File: src/rtl/sio_pkg.sv
package sio_pkg;
  localparam int OFS_DATA   = 'h10;
  localparam int OFS_RXSTAT = 'h14;
  localparam int OFS_TXSTAT = 'h18;

  typedef enum logic [2:0] {
    PH_IDLE, PH_START, PH_DATA, PH_PAR, PH_STOP
  } phase_e;

  typedef enum logic [1:0] {
    RD_NONE, RD_DATA, RD_RXSTAT, RD_TXSTAT
  } rdSel_e;

  typedef struct packed {
    logic   txLoad;
    logic   txShift;
    phase_e txKind;
    logic   txIdle;
    logic   rxSample;
    logic   rxParSample;
    logic   rxDone;
    logic   rdData;
    rdSel_e rdSel;
  } sioStrobes_t;
endpackage

File: src/rtl/sio_ctrl.sv
module sio_ctrl import sio_pkg::*; #(
  parameter int TICK_DIV   = 4,
  parameter int OVERSAMPLE = 16,
  parameter int DATA_BITS  = 8,
  parameter int ADDR_W     = 8
) (
  input  logic              clk,
  input  logic              rstN,
  input  logic              busSel,
  input  logic              busWr,
  input  logic [ADDR_W-1:0] busAddr,
  input  logic              cfgParityEn,
  input  logic [1:0]        cfgStopSel,
  input  logic              rxS,
  output sioStrobes_t       strb
);
  localparam int DIV_W  = (TICK_DIV > 1) ? $clog2(TICK_DIV) : 1;
  localparam int HALF   = OVERSAMPLE / 2;
  localparam int TCNT_W = $clog2(2 * OVERSAMPLE);
  localparam int RCNT_W = $clog2(OVERSAMPLE);
  localparam int IDX_W  = (DATA_BITS > 1) ? $clog2(DATA_BITS) : 1;

  localparam logic [DIV_W-1:0]  DIV_LAST  = DIV_W'(TICK_DIV - 1);
  localparam logic [TCNT_W-1:0] LEN_ONE   = TCNT_W'(OVERSAMPLE - 1);
  localparam logic [TCNT_W-1:0] LEN_HALF3 = TCNT_W'(OVERSAMPLE + HALF - 1);
  localparam logic [TCNT_W-1:0] LEN_TWO   = TCNT_W'(2 * OVERSAMPLE - 1);
  localparam logic [RCNT_W-1:0] R_LAST    = RCNT_W'(OVERSAMPLE - 1);
  localparam logic [RCNT_W-1:0] R_HALF    = RCNT_W'(HALF - 1);
  localparam logic [IDX_W-1:0]  LAST_IDX  = IDX_W'(DATA_BITS - 1);

  // shared oversample tick
  logic [DIV_W-1:0] divCnt;
  logic tick;
  assign tick = (divCnt == DIV_LAST);

  always_ff @(posedge clk or negedge rstN) begin
    if (!rstN)     divCnt <= '0;
    else if (tick) divCnt <= '0;
    else           divCnt <= divCnt + 1'b1;
  end

  // bus decode
  logic hitData, hitRx, hitTx, wrData;
  assign hitData = busSel && (busAddr == ADDR_W'(OFS_DATA));
  assign hitRx   = busSel && (busAddr == ADDR_W'(OFS_RXSTAT));
  assign hitTx   = busSel && (busAddr == ADDR_W'(OFS_TXSTAT));
  assign wrData  = hitData && busWr;

  // transmit sequencer
  phase_e            txPh;
  logic [TCNT_W-1:0] txTicks, txLast;
  logic [IDX_W-1:0]  txIdx;
  logic              txParEnQ;
  logic [1:0]        txStopQ;
  logic              txLoad, txEnd;

  always_comb begin
    txLast = LEN_ONE;
    if (txPh == PH_STOP) begin
      case (txStopQ)
        2'd0:    txLast = LEN_ONE;
        2'd1:    txLast = LEN_HALF3;
        default: txLast = LEN_TWO;
      endcase
    end
  end

  assign txLoad = wrData && (txPh == PH_IDLE);
  assign txEnd  = tick && (txPh != PH_IDLE) && (txTicks == txLast);

  always_ff @(posedge clk or negedge rstN) begin
    if (!rstN) begin
      txPh     <= PH_IDLE;
      txTicks  <= '0;
      txIdx    <= '0;
      txParEnQ <= 1'b0;
      txStopQ  <= 2'd0;
    end else if (txLoad) begin
      txPh     <= PH_START;
      txTicks  <= '0;
      txIdx    <= '0;
      txParEnQ <= cfgParityEn;
      txStopQ  <= cfgStopSel;
    end else if (txEnd) begin
      txTicks <= '0;
      case (txPh)
        PH_START: txPh <= PH_DATA;
        PH_DATA: begin
          if (txIdx == LAST_IDX) txPh <= txParEnQ ? PH_PAR : PH_STOP;
          else                   txIdx <= txIdx + 1'b1;
        end
        PH_PAR:  txPh <= PH_STOP;
        default: begin
          txPh  <= PH_IDLE;
          txIdx <= '0;
        end
      endcase
    end else if (tick && (txPh != PH_IDLE)) begin
      txTicks <= txTicks + 1'b1;
    end
  end

  // receive sequencer
  phase_e            rxPh;
  logic [RCNT_W-1:0] rxTicks;
  logic [IDX_W-1:0]  rxIdx;
  logic              rxMid;
  assign rxMid = tick && (rxTicks == R_LAST);

  always_ff @(posedge clk or negedge rstN) begin
    if (!rstN) begin
      rxPh    <= PH_IDLE;
      rxTicks <= '0;
      rxIdx   <= '0;
    end else if (tick) begin
      case (rxPh)
        PH_IDLE: begin
          rxTicks <= '0;
          if (!rxS) rxPh <= PH_START;
        end
        PH_START: begin
          if (rxTicks == R_HALF) begin
            rxTicks <= '0;
            rxIdx   <= '0;
            rxPh    <= rxS ? PH_IDLE : PH_DATA;
          end else begin
            rxTicks <= rxTicks + 1'b1;
          end
        end
        PH_DATA: begin
          if (rxTicks == R_LAST) begin
            rxTicks <= '0;
            if (rxIdx == LAST_IDX) rxPh <= cfgParityEn ? PH_PAR : PH_STOP;
            else                   rxIdx <= rxIdx + 1'b1;
          end else begin
            rxTicks <= rxTicks + 1'b1;
          end
        end
        PH_PAR: begin
          if (rxTicks == R_LAST) begin
            rxTicks <= '0;
            rxPh    <= PH_STOP;
          end else begin
            rxTicks <= rxTicks + 1'b1;
          end
        end
        default: begin
          if (rxTicks == R_LAST) begin
            rxTicks <= '0;
            rxPh    <= PH_IDLE;
          end else begin
            rxTicks <= rxTicks + 1'b1;
          end
        end
      endcase
    end
  end

  // strobes to the datapath
  always_comb begin
    strb.txLoad      = txLoad;
    strb.txShift     = txEnd && (txPh == PH_DATA);
    strb.txKind      = txPh;
    strb.txIdle      = (txPh == PH_IDLE);
    strb.rxSample    = rxMid && (rxPh == PH_DATA);
    strb.rxParSample = rxMid && (rxPh == PH_PAR);
    strb.rxDone      = rxMid && (rxPh == PH_STOP);
    strb.rdData      = hitData && !busWr;
    if (busWr)        strb.rdSel = RD_NONE;
    else if (hitData) strb.rdSel = RD_DATA;
    else if (hitRx)   strb.rdSel = RD_RXSTAT;
    else if (hitTx)   strb.rdSel = RD_TXSTAT;
    else              strb.rdSel = RD_NONE;
  end

  AST_TX_CFG_HELD: assert property (@(posedge clk) disable iff (!rstN)
    (txPh != PH_IDLE) |=> ($stable(txStopQ) && $stable(txParEnQ)));

  AST_RX_START_NEEDS_LOW: assert property (@(posedge clk) disable iff (!rstN)
    ($past(rxPh) == PH_IDLE && rxPh == PH_START) |-> $past(!rxS));
endmodule

File: src/rtl/sio_dp.sv
module sio_dp import sio_pkg::*; #(
  parameter int DATA_BITS = 8,
  parameter int BUS_W     = 32
) (
  input  logic             clk,
  input  logic             rstN,
  input  sioStrobes_t      strb,
  input  logic [BUS_W-1:0] busWdata,
  input  logic             cfgParityEn,
  input  logic             cfgParityOdd,
  input  logic             rxLine,
  output logic             rxS,
  output logic             txLine,
  output logic [BUS_W-1:0] busRdata
);
  logic [DATA_BITS-1:0] txSh;
  logic                 txParBit;
  logic                 unusedWdataHi;
  assign unusedWdataHi = ^busWdata[BUS_W-1:DATA_BITS];

  always_ff @(posedge clk or negedge rstN) begin
    if (!rstN) begin
      txSh     <= '0;
      txParBit <= 1'b0;
    end else if (strb.txLoad) begin
      txSh     <= busWdata[DATA_BITS-1:0];
      txParBit <= (^busWdata[DATA_BITS-1:0]) ^ cfgParityOdd;
    end else if (strb.txShift) begin
      txSh <= {1'b0, txSh[DATA_BITS-1:1]};
    end
  end

  always_comb begin
    case (strb.txKind)
      PH_START: txLine = 1'b0;
      PH_DATA:  txLine = txSh[0];
      PH_PAR:   txLine = txParBit;
      default:  txLine = 1'b1;
    endcase
  end

  // two-flop resynchroniser
  logic rxMeta;
  always_ff @(posedge clk or negedge rstN) begin
    if (!rstN) begin
      rxMeta <= 1'b1;
      rxS    <= 1'b1;
    end else begin
      rxMeta <= rxLine;
      rxS    <= rxMeta;
    end
  end

  logic [DATA_BITS-1:0] rxSh, rxData;
  logic rxParRcv, rxReady, rxOvr, rxPerr, parBad;
  assign parBad = cfgParityEn && (((^rxSh) ^ rxParRcv) != cfgParityOdd);

  always_ff @(posedge clk or negedge rstN) begin
    if (!rstN) begin
      rxSh     <= '0;
      rxParRcv <= 1'b0;
    end else if (strb.rxSample) begin
      rxSh <= {rxS, rxSh[DATA_BITS-1:1]};
    end else if (strb.rxParSample) begin
      rxParRcv <= rxS;
    end
  end

  always_ff @(posedge clk or negedge rstN) begin
    if (!rstN) begin
      rxData  <= '0;
      rxReady <= 1'b0;
      rxOvr   <= 1'b0;
      rxPerr  <= 1'b0;
    end else if (strb.rxDone) begin
      rxData  <= rxSh;
      rxReady <= 1'b1;
      rxOvr   <= rxReady && !strb.rdData;
      rxPerr  <= parBad;
    end else if (strb.rdData) begin
      rxReady <= 1'b0;
      rxOvr   <= 1'b0;
    end
  end

  always_comb begin
    case (strb.rdSel)
      RD_DATA:   busRdata = BUS_W'(rxData);
      RD_RXSTAT: busRdata = BUS_W'({rxPerr, rxOvr, rxReady});
      RD_TXSTAT: busRdata = BUS_W'(strb.txIdle);
      default:   busRdata = '0;
    endcase
  end

  AST_TX_START_LOW: assert property (@(posedge clk) disable iff (!rstN)
    strb.txLoad |=> !txLine);

  AST_IDLE_LINE_HIGH: assert property (@(posedge clk) disable iff (!rstN)
    strb.txIdle |-> txLine);

  AST_READ_CLEARS_READY: assert property (@(posedge clk) disable iff (!rstN)
    (strb.rdData && !strb.rxDone) |=> (!rxReady && !rxOvr));

  AST_OVERRUN_NEEDS_READY: assert property (@(posedge clk) disable iff (!rstN)
    $rose(rxOvr) |-> $past(rxReady));
endmodule

File: src/rtl/sio_port.sv
module sio_port import sio_pkg::*; #(
  parameter int TICK_DIV   = 4,
  parameter int OVERSAMPLE = 16,
  parameter int DATA_BITS  = 8,
  parameter int ADDR_W     = 8,
  parameter int BUS_W      = 32
) (
  input  logic              clk,
  input  logic              rstN,
  input  logic              busSel,
  input  logic              busWr,
  input  logic [ADDR_W-1:0] busAddr,
  input  logic [BUS_W-1:0]  busWdata,
  output logic [BUS_W-1:0]  busRdata,
  input  logic              cfgParityEn,
  input  logic              cfgParityOdd,
  input  logic [1:0]        cfgStopSel,
  input  logic              rxLine,
  output logic              txLine
);
  sioStrobes_t strb;
  logic        rxS;

  sio_ctrl #(
    .TICK_DIV(TICK_DIV), .OVERSAMPLE(OVERSAMPLE),
    .DATA_BITS(DATA_BITS), .ADDR_W(ADDR_W)
  ) ctrl_i (
    .clk(clk), .rstN(rstN), .busSel(busSel), .busWr(busWr),
    .busAddr(busAddr), .cfgParityEn(cfgParityEn),
    .cfgStopSel(cfgStopSel), .rxS(rxS), .strb(strb)
  );

  sio_dp #(.DATA_BITS(DATA_BITS), .BUS_W(BUS_W)) dp_i (
    .clk(clk), .rstN(rstN), .strb(strb), .busWdata(busWdata),
    .cfgParityEn(cfgParityEn), .cfgParityOdd(cfgParityOdd),
    .rxLine(rxLine), .rxS(rxS), .txLine(txLine), .busRdata(busRdata)
  );
endmodule

File: config.mk
export PLATFORM = sky130hd
export DESIGN_NAME = sio_port
export DESIGN_NICKNAME = d
export VERILOG_FILES = /design/src/rtl/sio_pkg.sv /design/src/rtl/sio_ctrl.sv /design/src/rtl/sio_dp.sv /design/src/rtl/sio_port.sv
export SDC_FILE = /design/constraint.sdc
export NUM_CORES = 1
export LEC_CHECK = 0
export ABC_AREA = 1
export ABC_CLOCK_PERIOD_IN_PS = 1400
export BUFFER_PORTS_ARGS = -buffer_cell sky130_fd_sc_hd__buf_2
export CAP_MARGIN = 20
export CORE_MARGIN = 5
export CORE_UTILIZATION = 49
export DETAILED_ROUTE_END_ITERATION = 10
export PLACE_DENSITY = 0.84
export SYNTH_ARGS = -nofsm -noshare
export SYNTH_HDL_FRONTEND = slang
export SYNTH_SLANG_ARGS = --single-unit
File: constraint.sdc
create_clock -name clk -period 1.4 [get_ports clk]
set_input_delay 0.28 -clock clk [delete_from_list [all_inputs] [get_ports clk]]
set_output_delay 0.28 -clock clk [all_outputs]
set_load 0.02 [all_outputs]
==> impl_metrics.toml, run 1 <==
[yosys]
ys_ff_latch = 57
synth_cell_types = 32
netlist_area_um2 = 3380
ys_seq_area_frac = 0.423
synth_top_family_by_area = "simple AND/OR/NAND/NOR gates"
yosys.area_share.simple = 0.313
synthMuxAreaShare = 0
synth.area.top_cells = "dfrtp_1, nand2_1, nand3_1"
syn_area_per_cell_um2 = 7.39
yosys_warnings = 0
synth-xor-area-share = 0.0311
synthAdderAreaFrac = 0.0259
yosys.area.top_type_share = 0.407
synth_top_cell_by_area = "dfrtp_1"
syn_inst = 457
synth_compound_area_frac = 0.0711

[die]
fp.dieH_um = 93.0
io-pin-count = 82
start_util = 0.500
dieWidth_um = 93.0
core_um2 = 6760
dieArea_um2 = 8650
rows = 30

[worst_setup_path]
path_class = "reg2out"
crit_fanout = 2
cp.arrival_ps = 1550
worstPathRequired_ps = 1120
crit_path_end_kind = "output pin"
cp-start-kind = "register"

[timing]
min_period_ps = 1830
hold_violations = 0
timing.final.crit_share = 1.30
fin_skew_ps = 7.19
drv_slew = 0
slew_headroom = 0.641
rsz0062_at_grt = "true"
finalSetupViolCount = 56
setup_slack_ps = -426
tightest_slew_ps = 535
fmax_mhz = 548

[grt]
grt_max_degree = 58
grt_usage = 0.221
gr-total-overflow = 0
first_global_vias = 3382
antenna_found_initial = 0
grt_pass1_wl_um = 15100

[detailed_routing]
vias = 3425
firstDrtPassIters = 5
totalWireLength_um = 10200
drt-initial-drc-count = 188
wire_per_inst_um = 15.7
drc_errors = 0
postRouteAntennaNets = 0
routed_via_density = 5.25

[clock_tree]
clock-root-buffer = "clkbuf_8"
cts_made_buffers = 9
cts_tree = "yes"
cts_buffer_depth = 2
cts_htree_levels = 3
clk_pin_slew_ps = 70
cts_sinks = 57
insertion_delay_ps = 350

[place]
dp.cells = 609
hpwl_um = 5520
port_buffers = 33
gp_congestion = 0.859

[finish]
final_cell_count_no_fill = 652
insertedDiodeCount = 0
fin_util = 0.738
most-common-layout-cells = "nand2_1, dfrtp_1, buf_4, inv_1, nand2_2"
final_common_cell = "nand2_1"
fin_nets = 623
syn_to_final_growth_pct = 47.6
drive_gt1_frac = 0.420
fillers = 460

[power]
power_density_nw_per_um2 = 743
ir_drop_mv = 0.561
p_leak_uw = 0.00251

[run]
maxCapViolCount = 0

[min_path]
hold_path.class = "in2reg"

[outcome]
violations = "negative setup slack"
status = "finished with violations"
layer usage:
layer,track usage,vias to the layer above,wire (µm),part of all wire
li1,-,1612,-,-
met1,0.262,1640,3850,0.38
met2,0.376,138,5340,0.52
met3,0.0644,35,671,0.066
met4,0.0916,0,339,0.033
met5,0,-,0,0
state kept, by name, indices dropped and copies added (netlist names), 3 cells and up:
register / count
ctrl_i.rxIdx: 3
ctrl_i.txIdx: 3
ctrl_i.txPh: 3
dp_i.rxData: 8
ctrl_i.rxPh: 3
ctrl_i.rxTicks: 4
dp_i.rxSh: 8
ctrl_i.txTicks: 5
dp_i.txSh: 8
report_power, final:
part	switching [µW]	internal, µW	total, µW
combinational	210	105	315
sequential	9.93	1670	1680
clock	714	999	1710
what timing repair did:
| action | CTS | global route |
|---|---|---|
| resized for setup | 101 | 90 |
| hold buffers | 1 | 0 |
| gates cloned | 3 | 1 |
| hold endpoints to repair | 55 | 0 |
| pin swaps | 32 | 29 |
| setup buffers | 15 | 8 |
| setup endpoints to repair | 50 | 59 |
critical path, stage by stage, from the launching register on:
cell and delay (ps):
dfrtp_1 430, nor2_4 180, nand2_4 70, buf_6 120
o21ai_2 100, nand3_1 100, nand2_2 80, buf_6 110
final cells by class:
type                       count  area, µm²  area share
timing repair buffer         108        952       0.191
tap                           80        100      0.0201
multi-input combinational    331       2050       0.412
clock inverter                 5       80.1      0.0161
inverter                      60        240      0.0482
sequential                    57       1430       0.287
clock buffer                  11        131      0.0263
synthesized netlist by cell type:
cell        n
nand2_2     4
or2_0       1
nor2_2      6
inv_2       1
buf_4      26
nand2_4     1
inv_1      59
clkbuf_1    2
nand3_2     1
nor2_1     31
o21ai_0    33
buf_2       3
nand4_1     6
nand2_1   141
a21boi_0    1
nor2_4      2
buf_6       1
o211ai_1    2
ha_1        7
conb_1      1
or2_4       1
or2_2       1
dfrtp_1    55
nand3_1    46
dfstp_2     2
xnor2_1     4
xor2_1      8
a31oi_1     1
a21oi_1     6
nor3_1      2
nand3b_1    1
o21ai_4     1
final timing paths:
kind	cells past startpoint	endpoint	startpoint	slack, ps
min reg2reg	0	dp_i.rxS$_DFF_PN1_	dp_i.rxMeta$_DFF_PN1_	350
min	1	dp_i.rxMeta$_DFF_PN1_	rxLine	30
max reg2reg	10	ctrl_i.txPh[1]$_DFFE_PN0P_	ctrl_i.txPh[2]$_DFFE_PN0P_	-410
min in group asynchronous	3	ctrl_i.txTicks[3]$_DFFE_PN0P_	rstN	460
max in group asynchronous	3	dp_i.rxMeta$_DFF_PN1_	rstN	630
max	7	busRdata[0]	ctrl_i.txPh[1]$_DFFE_PN0P_	-430
cell families after synthesis:
kind of cell    after synthesis
simple gates                244
buf+inv                      92
flops                        57
compound gates               44
xor+xnor                     12
fa+ha+maj                     7
other cells                   1
stage by stage:
stage	hold slack, ps	worst slack, ps	power [µW]	setup TNS, ps	area, µm²
floorplan	-15.6	-52.0	1900	-91.9	3540
global placement	306	-227	1970	-5830	3960
detailed placement	303	-261	1980	-7320	3960
CTS	18.7	-347	3670	-5320	4630
global route	7.31	-496	3820	-15050	4990
finish	25.8	-426	3700	-11080	4990
Note: power is estimated with default switching activity, not from simulation.
==> inputs of run 2 (changes only) <==
--- a/config.mk
+++ b/config.mk
@@ -11,6 +11,7 @@
 export CAP_MARGIN = 20
 export CORE_MARGIN = 5
 export CORE_UTILIZATION = 49
+export CTS_BUF_LIST = sky130_fd_sc_hd__clkbuf_16
 export DETAILED_ROUTE_END_ITERATION = 10
 export PLACE_DENSITY = 0.84
 export SYNTH_ARGS = -nofsm -noshare
==> run 2 against run 1 <==
Against the previous run:
- non-clock buffer count up 2
- clock skew shrank 0.52 ps
- fmax is 0.70% lower
- highest routed layer unchanged
- via count increased by 6.0%
- critical path depth unchanged
- die area unchanged
- the run still ends with negative setup slack left
- global-route usage rose by 2.1 points
- register-to-register slack hardly changed
- cell count up 0.31%
- sequential share of layout area shrank 1.6 points
- total power increased by 17%
- first-iteration DRC count grew 44%
==> impl_metrics.toml, run 2 (synthesis results as in run 1) <==
[worst_setup_path]
cp-start-kind = "register"
cp.arrival_ps = 1560
crit_fanout = 2
cpMostUsedCell = "buf_6"
worstPathRequired_ps = 1120
timing.rr.start = "ctrl_i.txPh[1]$_DFFE_PN0P_"
crit_path_end_kind = "output pin"
worstPathCellList = "nor2_4, nand2_4, buf_6, o21ai_2, nand3_1, nand2_2, buf_6"
rr_worst_depth = 10
path_buf_inv = 2
rrSetupSlack_ps = -400
critPathMaxStageDelay_ps = 410
reg2reg_to = "ctrl_i.txPh[1]$_DFFE_PN0P_"
path_class = "reg2out"
critPathSlowestCell = "dfrtp_1"
cp_top_family = "simple AND/OR/NAND/NOR gates"

[finish]
syn_to_final_growth_pct = 56.1
multiInputGateArea_um2 = 2200
final_common_cell = "nand2_1"
fin_nets = 625
fillers = 385
most-common-layout-cells = "nand2_1, dfrtp_1, inv_1, buf_4, nand2_2"
regArea_um2 = 1430
largestRegisters = "dp_i.rxData: 8 flops, dp_i.rxSh: 8 flops, dp_i.txSh: 8 flops"
drive_gt1_frac = 0.465
fin_util = 0.780
insertedDiodeCount = 0

[timing]
min_period_ps = 1840
drv_slew = 0
setup_slack_ps = -439
fmax_mhz = 544
timing.final.crit_share = 1.31
slew_headroom = 0.642
finalSetupViolCount = 56
tightest_slew_ps = 535
whs_ps = 42.9
rsz0062_at_grt = "true"
fin_skew_ps = 6.67
hold_violations = 0

[min_path]
min_path_cells = 1
hp-start = "rxLine"
min_to = "dp_i.rxMeta$_DFF_PN1_"
hold_path.class = "in2reg"

[detailed_routing]
routed_via_density = 5.55
totalWireLength_um = 11400
drt-initial-drc-count = 270
wire_per_inst_um = 17.4
vias = 3632
firstDrtPassIters = 5
drc_errors = 0
postRouteAntennaNets = 0

[place]
gp_congestion = 0.859
hpwl_um = 5520
port_buffers = 33
pre_cts_slack_ps = -261

[run]
maxCapViolCount = 0

[power]
p_int_uw = 3320
p_leak_uw = 0.00263
power_frac_seq = 0.386
combPwrFrac = 0.075
p_sw_frac = 0.237
power_frac_clock = 0.538
p_sw_uw = 1030
power_density_nw_per_um2 = 824
ir_drop_mv = 0.803

[clock_tree]
cts_buffer_depth = 2
clk_pin_slew_ps = 50
clock-root-buffer = "clkbuf_16"
insertion_delay_ps = 340
cts_tree = "yes"
cts_htree_levels = 3
cts_made_buffers = 9
cts_sinks = 57

[outcome]
status = "finished with violations"
violations = "negative setup slack"

[grt]
grt_pass1_wl_um = 16200
first_global_vias = 3593
antenna_found_initial = 0
grt_max_degree = 58
grt_usage = 0.242
gr-total-overflow = 0

[die]
rows = 30
fp.dieH_um = 93.0
io-pin-count = 82
core_um2 = 6760
dieArea_um2 = 8650
start_util = 0.500
dieWidth_um = 93.0
run 2: changes by cell type in the layout (fill, tap and decap cells not counted), moves of 3 or more:
cell       change
o21ai_2        +3
nor2_4         +3
nor2_1         -4
nand2_2        +3
nand3_1       -11
nand2_1        -9
clkbuf_16      +8
buf_6          +4
clkbuf_8       -9
o21ai_1        -3
nand3_2       +11
inv_1          +4
nand2_4        +5
run 2: worst register-to-register path, stage by stage (launching register included):
cell and delay, ps:
dfrtp_1 410, nor2_4 190, buf_6 130, buf_6 110, nand3_2 90, nand2_2 110
nand3_4 90, o21ai_4 270, nand2_2 110, nand2_1 100, nand2_1 80
run 2: power groups by stage:
stage	combinational, µW	clock (µW)	sequential [µW]
floorplan	192	0	1700
detailed placement	274	0	1710
global route	355	2430	1680
CTS	295	2330	1680
finish	327	2340	1680
global placement	264	0	1700
run 2: worst max path at each step:
stage                             startpoint                endpoint  slack (ps)  depth (start not counted)
2_1_floorplan  ctrl_i.rxTicks[0]$_DFFE_PN0P_  dp_i.rxOvr$_DFFE_PN0P_         -50                          8
4_1_cts           ctrl_i.txPh[1]$_DFFE_PN0P_                  txLine        -340                          8
3_3_place_gp                      busAddr[7]             busRdata[2]        -230                         11
6_report          ctrl_i.txPh[1]$_DFFE_PN0P_             busRdata[0]        -440                          7
3_5_place_dp                      busAddr[7]             busRdata[2]        -260                         11
5_1_grt           ctrl_i.txPh[1]$_DFFE_PN0P_             busRdata[0]        -470                          7
run 2: layer usage:
layer,GRT usage,up-vias,wire [µm]
met5,0,-,0
met4,0.140,0,743
met3,0.0700,66,794
met2,0.420,204,5970
met1,0.262,1743,3900
li1,-,1619,-
run 2: area by class of cell:
type,instances,area share
tap,80,0.0190
clock buffer,9,0.0427
timing repair buffer,110,0.187
clock inverter,7,0.0166
inverter,60,0.0465
sequential,57,0.271
multi-input combinational,331,0.417
run 2: what timing repair did:
| item | 4_1_cts | 5_1_grt |
|---|---|---|
| endpoints found under the hold margin | 55 | 0 |
| cloned | 4 | 0 |
| setup endpoints to repair | 50 | 59 |
| hold buffers | 1 | 0 |
| setup buffers | 15 | 10 |
| resized for setup | 120 | 112 |
| pin swaps | 37 | 38 |
run 2: metrics by stage:
| step | setup TNS, ps | std cells | power, µW | instance area (µm²) |
|---|---|---|---|---|
| after global routing | -13970 | 654 | 4460 | 5270 |
| after CTS | -6670 | 645 | 4300 | 4830 |
| after global placement | -5830 | 609 | 1970 | 3960 |
| after floorplan | -91.9 | 480 | 1900 | 3540 |
| after detailed placement | -7320 | 609 | 1980 | 3960 |
| final | -11040 | 654 | 4350 | 5270 |
==> inputs of run 3 (changes only) <==
--- a/config.mk
+++ b/config.mk
@@ -9,11 +9,11 @@
 export ABC_CLOCK_PERIOD_IN_PS = 1400
 export BUFFER_PORTS_ARGS = -buffer_cell sky130_fd_sc_hd__buf_2
 export CAP_MARGIN = 20
-export CORE_MARGIN = 5
 export CORE_UTILIZATION = 49
 export CTS_BUF_LIST = sky130_fd_sc_hd__clkbuf_16
 export DETAILED_ROUTE_END_ITERATION = 10
 export PLACE_DENSITY = 0.84
+export SKIP_CTS_REPAIR_TIMING = 1
 export SYNTH_ARGS = -nofsm -noshare
 export SYNTH_HDL_FRONTEND = slang
 export SYNTH_SLANG_ARGS = --single-unit
==> run 3 against run 2 <==
Against the previous run:
- the flow still finishes with violations (negative setup slack)
- setup slack improved by 59 ps
- sequential power is essentially flat
- register-to-register slack better by 30 ps
- clock skew grew 3.3 ps
- largest cell class unchanged
- total power down 9.6%
- core utilization decreased by 2.6 points
- fmax increased by 3.3%
- clock-buffer cell count did not move
- worst hold slack gained 3.6 ps
- combinational power decreased by 6%
- cell count shrank 1.2%
- largest power group unchanged
==> impl_metrics.toml, run 3 (synthesis results as in run 1) <==
[die]
core_um2 = 6490
io-pin-count = 82
dieArea_um2 = 7230
start_util = 0.520
rows = 29
dieWidth_um = 85.0
fp.dieH_um = 85.0

[timing]
min_period_ps = 1780
fin_skew_ps = 9.94
drv_slew = 0
setup_slack_ps = -381
fmax_mhz = 562
timing.final.crit_share = 1.27
finalSetupViolCount = 47
hold_violations = 0
rsz0062_at_grt = "true"

[worst_setup_path]
rr_worst_depth = 11
cp.arrival_ps = 1500
path_class = "reg2out"
cp-start-kind = "register"
reg2reg_to = "ctrl_i.txTicks[0]$_DFFE_PN0P_"
startpoint = "ctrl_i.txPh[0]$_DFFE_PN0P_"
worstPathRequired_ps = 1120
crit_fanout = 5
rrSetupSlack_ps = -370
timing.rr.start = "ctrl_i.txPh[0]$_DFFE_PN0P_"
crit_path_end_kind = "output pin"

[grt]
first_global_vias = 3118
grtUsageMet1 = 0.239
grtUsageMet3 = 0.0710
gr-total-overflow = 0
antenna_found_initial = 0
top_usage_layer = "met2"
grt_max_degree = 58
grt_pass1_wl_um = 12800
gr-usage-met2 = 0.400
grt_usage = 0.229

[power]
power_density_nw_per_um2 = 801
p_leak_uw = 0.00244
finalPower_uw = 3930
ir_drop_mv = 0.880

[detailed_routing]
firstDrtPassIters = 7
routed_via_density = 5.49
wire_per_inst_um = 16.6
vias = 3544
postRouteAntennaNets = 0
drc_errors = 0
totalWireLength_um = 10700
drt-initial-drc-count = 235

[run]
maxCapViolCount = 0

[finish]
most-common-layout-cells = "nand2_1, dfrtp_1, buf_4, inv_1, nand2_2"
largestRegisters = "dp_i.rxData: 8 flops, dp_i.rxSh: 8 flops, dp_i.txSh: 8 flops"
fin_area_um2 = 4900
drive_gt1_frac = 0.415
fin_nets = 620
fillers = 375
final_common_cell = "nand2_1"
syn_to_final_growth_pct = 45.1
insertedDiodeCount = 0
regArea_um2 = 1430
multiInputGateArea_um2 = 2010

[clock_tree]
cts_buffer_depth = 2
cts_htree_levels = 3
cts_tree = "yes"
insertion_delay_ps = 340
clock-root-buffer = "clkbuf_16"
clk_pin_slew_ps = 60
cts_made_buffers = 9
cts_sinks = 57

[place]
gp_congestion = 0.939
hpwl_um = 5490
port_buffers = 33
dpl_cell_area_um2 = 3950

[min_path]
min_to = "dp_i.rxMeta$_DFF_PN1_"
hp-start = "rxLine"
hold_path.class = "in2reg"
min_path_cells = 1

[outcome]
status = "finished with violations"
violations = "negative setup slack"
==> run 3: critical path, cell delays in order, from the launching register on <==
cell     delay, ps
dfrtp_1        400
nor2_4         190
nand2_4        100
o21ai_2        140
nand3_1        130
nand2_2         80
buf_6          110
==> run 3: worst max-delay path by stage <==
| stage | depth (start not counted) | slack, ps | to |
|---|---|---|---|
| after detailed placement | 11 | -270 | busRdata[1] |
| after global placement | 11 | -230 | busRdata[2] |
| after floorplan | 8 | -50 | dp_i.rxOvr$_DFFE_PN0P_ |
| final | 6 | -380 | busRdata[0] |
| after CTS | 8 | -430 | txLine |
| after global routing | 6 | -440 | busRdata[0] |
==> run 3: per-stage QoR <==
step / setup TNS [ps] / hold slack [ps] / util / worst slack [ps] / instances
global route: -12510 / 38.8 / 0.755 / -441 / 646
floorplan: -91.9 / -15.6 / - / -52.0 / 480
CTS: -8640 / -33.3 / 0.649 / -427 / 624
detailed placement: -7360 / 312 / 0.608 / -267 / 608
global placement: -5890 / 306 / 0.608 / -226 / 608
finish: -9270 / 46.5 / 0.755 / -381 / 646
==> run 3: layout make-up <==
class,count,share of cell area
clock buffer,9,0.0459
timing repair buffer,105,0.177
sequential,57,0.291
inverter,60,0.0490
tap,77,0.0197
multi-input combinational,331,0.409
clock inverter,7,0.00791
==> run 3: per-layer routing <==
metal  routed length, µm  part of all wire  up-vias
met5                   0                 0        -
met4                 747             0.070        0
met3                 614             0.057       74
met2                5520              0.52      178
met1                3810              0.36     1691
li1                    -                 -     1601
==> run 3: power by group <==
part	switching (µW)	leakage, µW	internal [µW]
clock network	765	0.000134	1170
logic	207	0.00157	101
registers	10.5	0.000734	1670
total	983	0.00244	2940
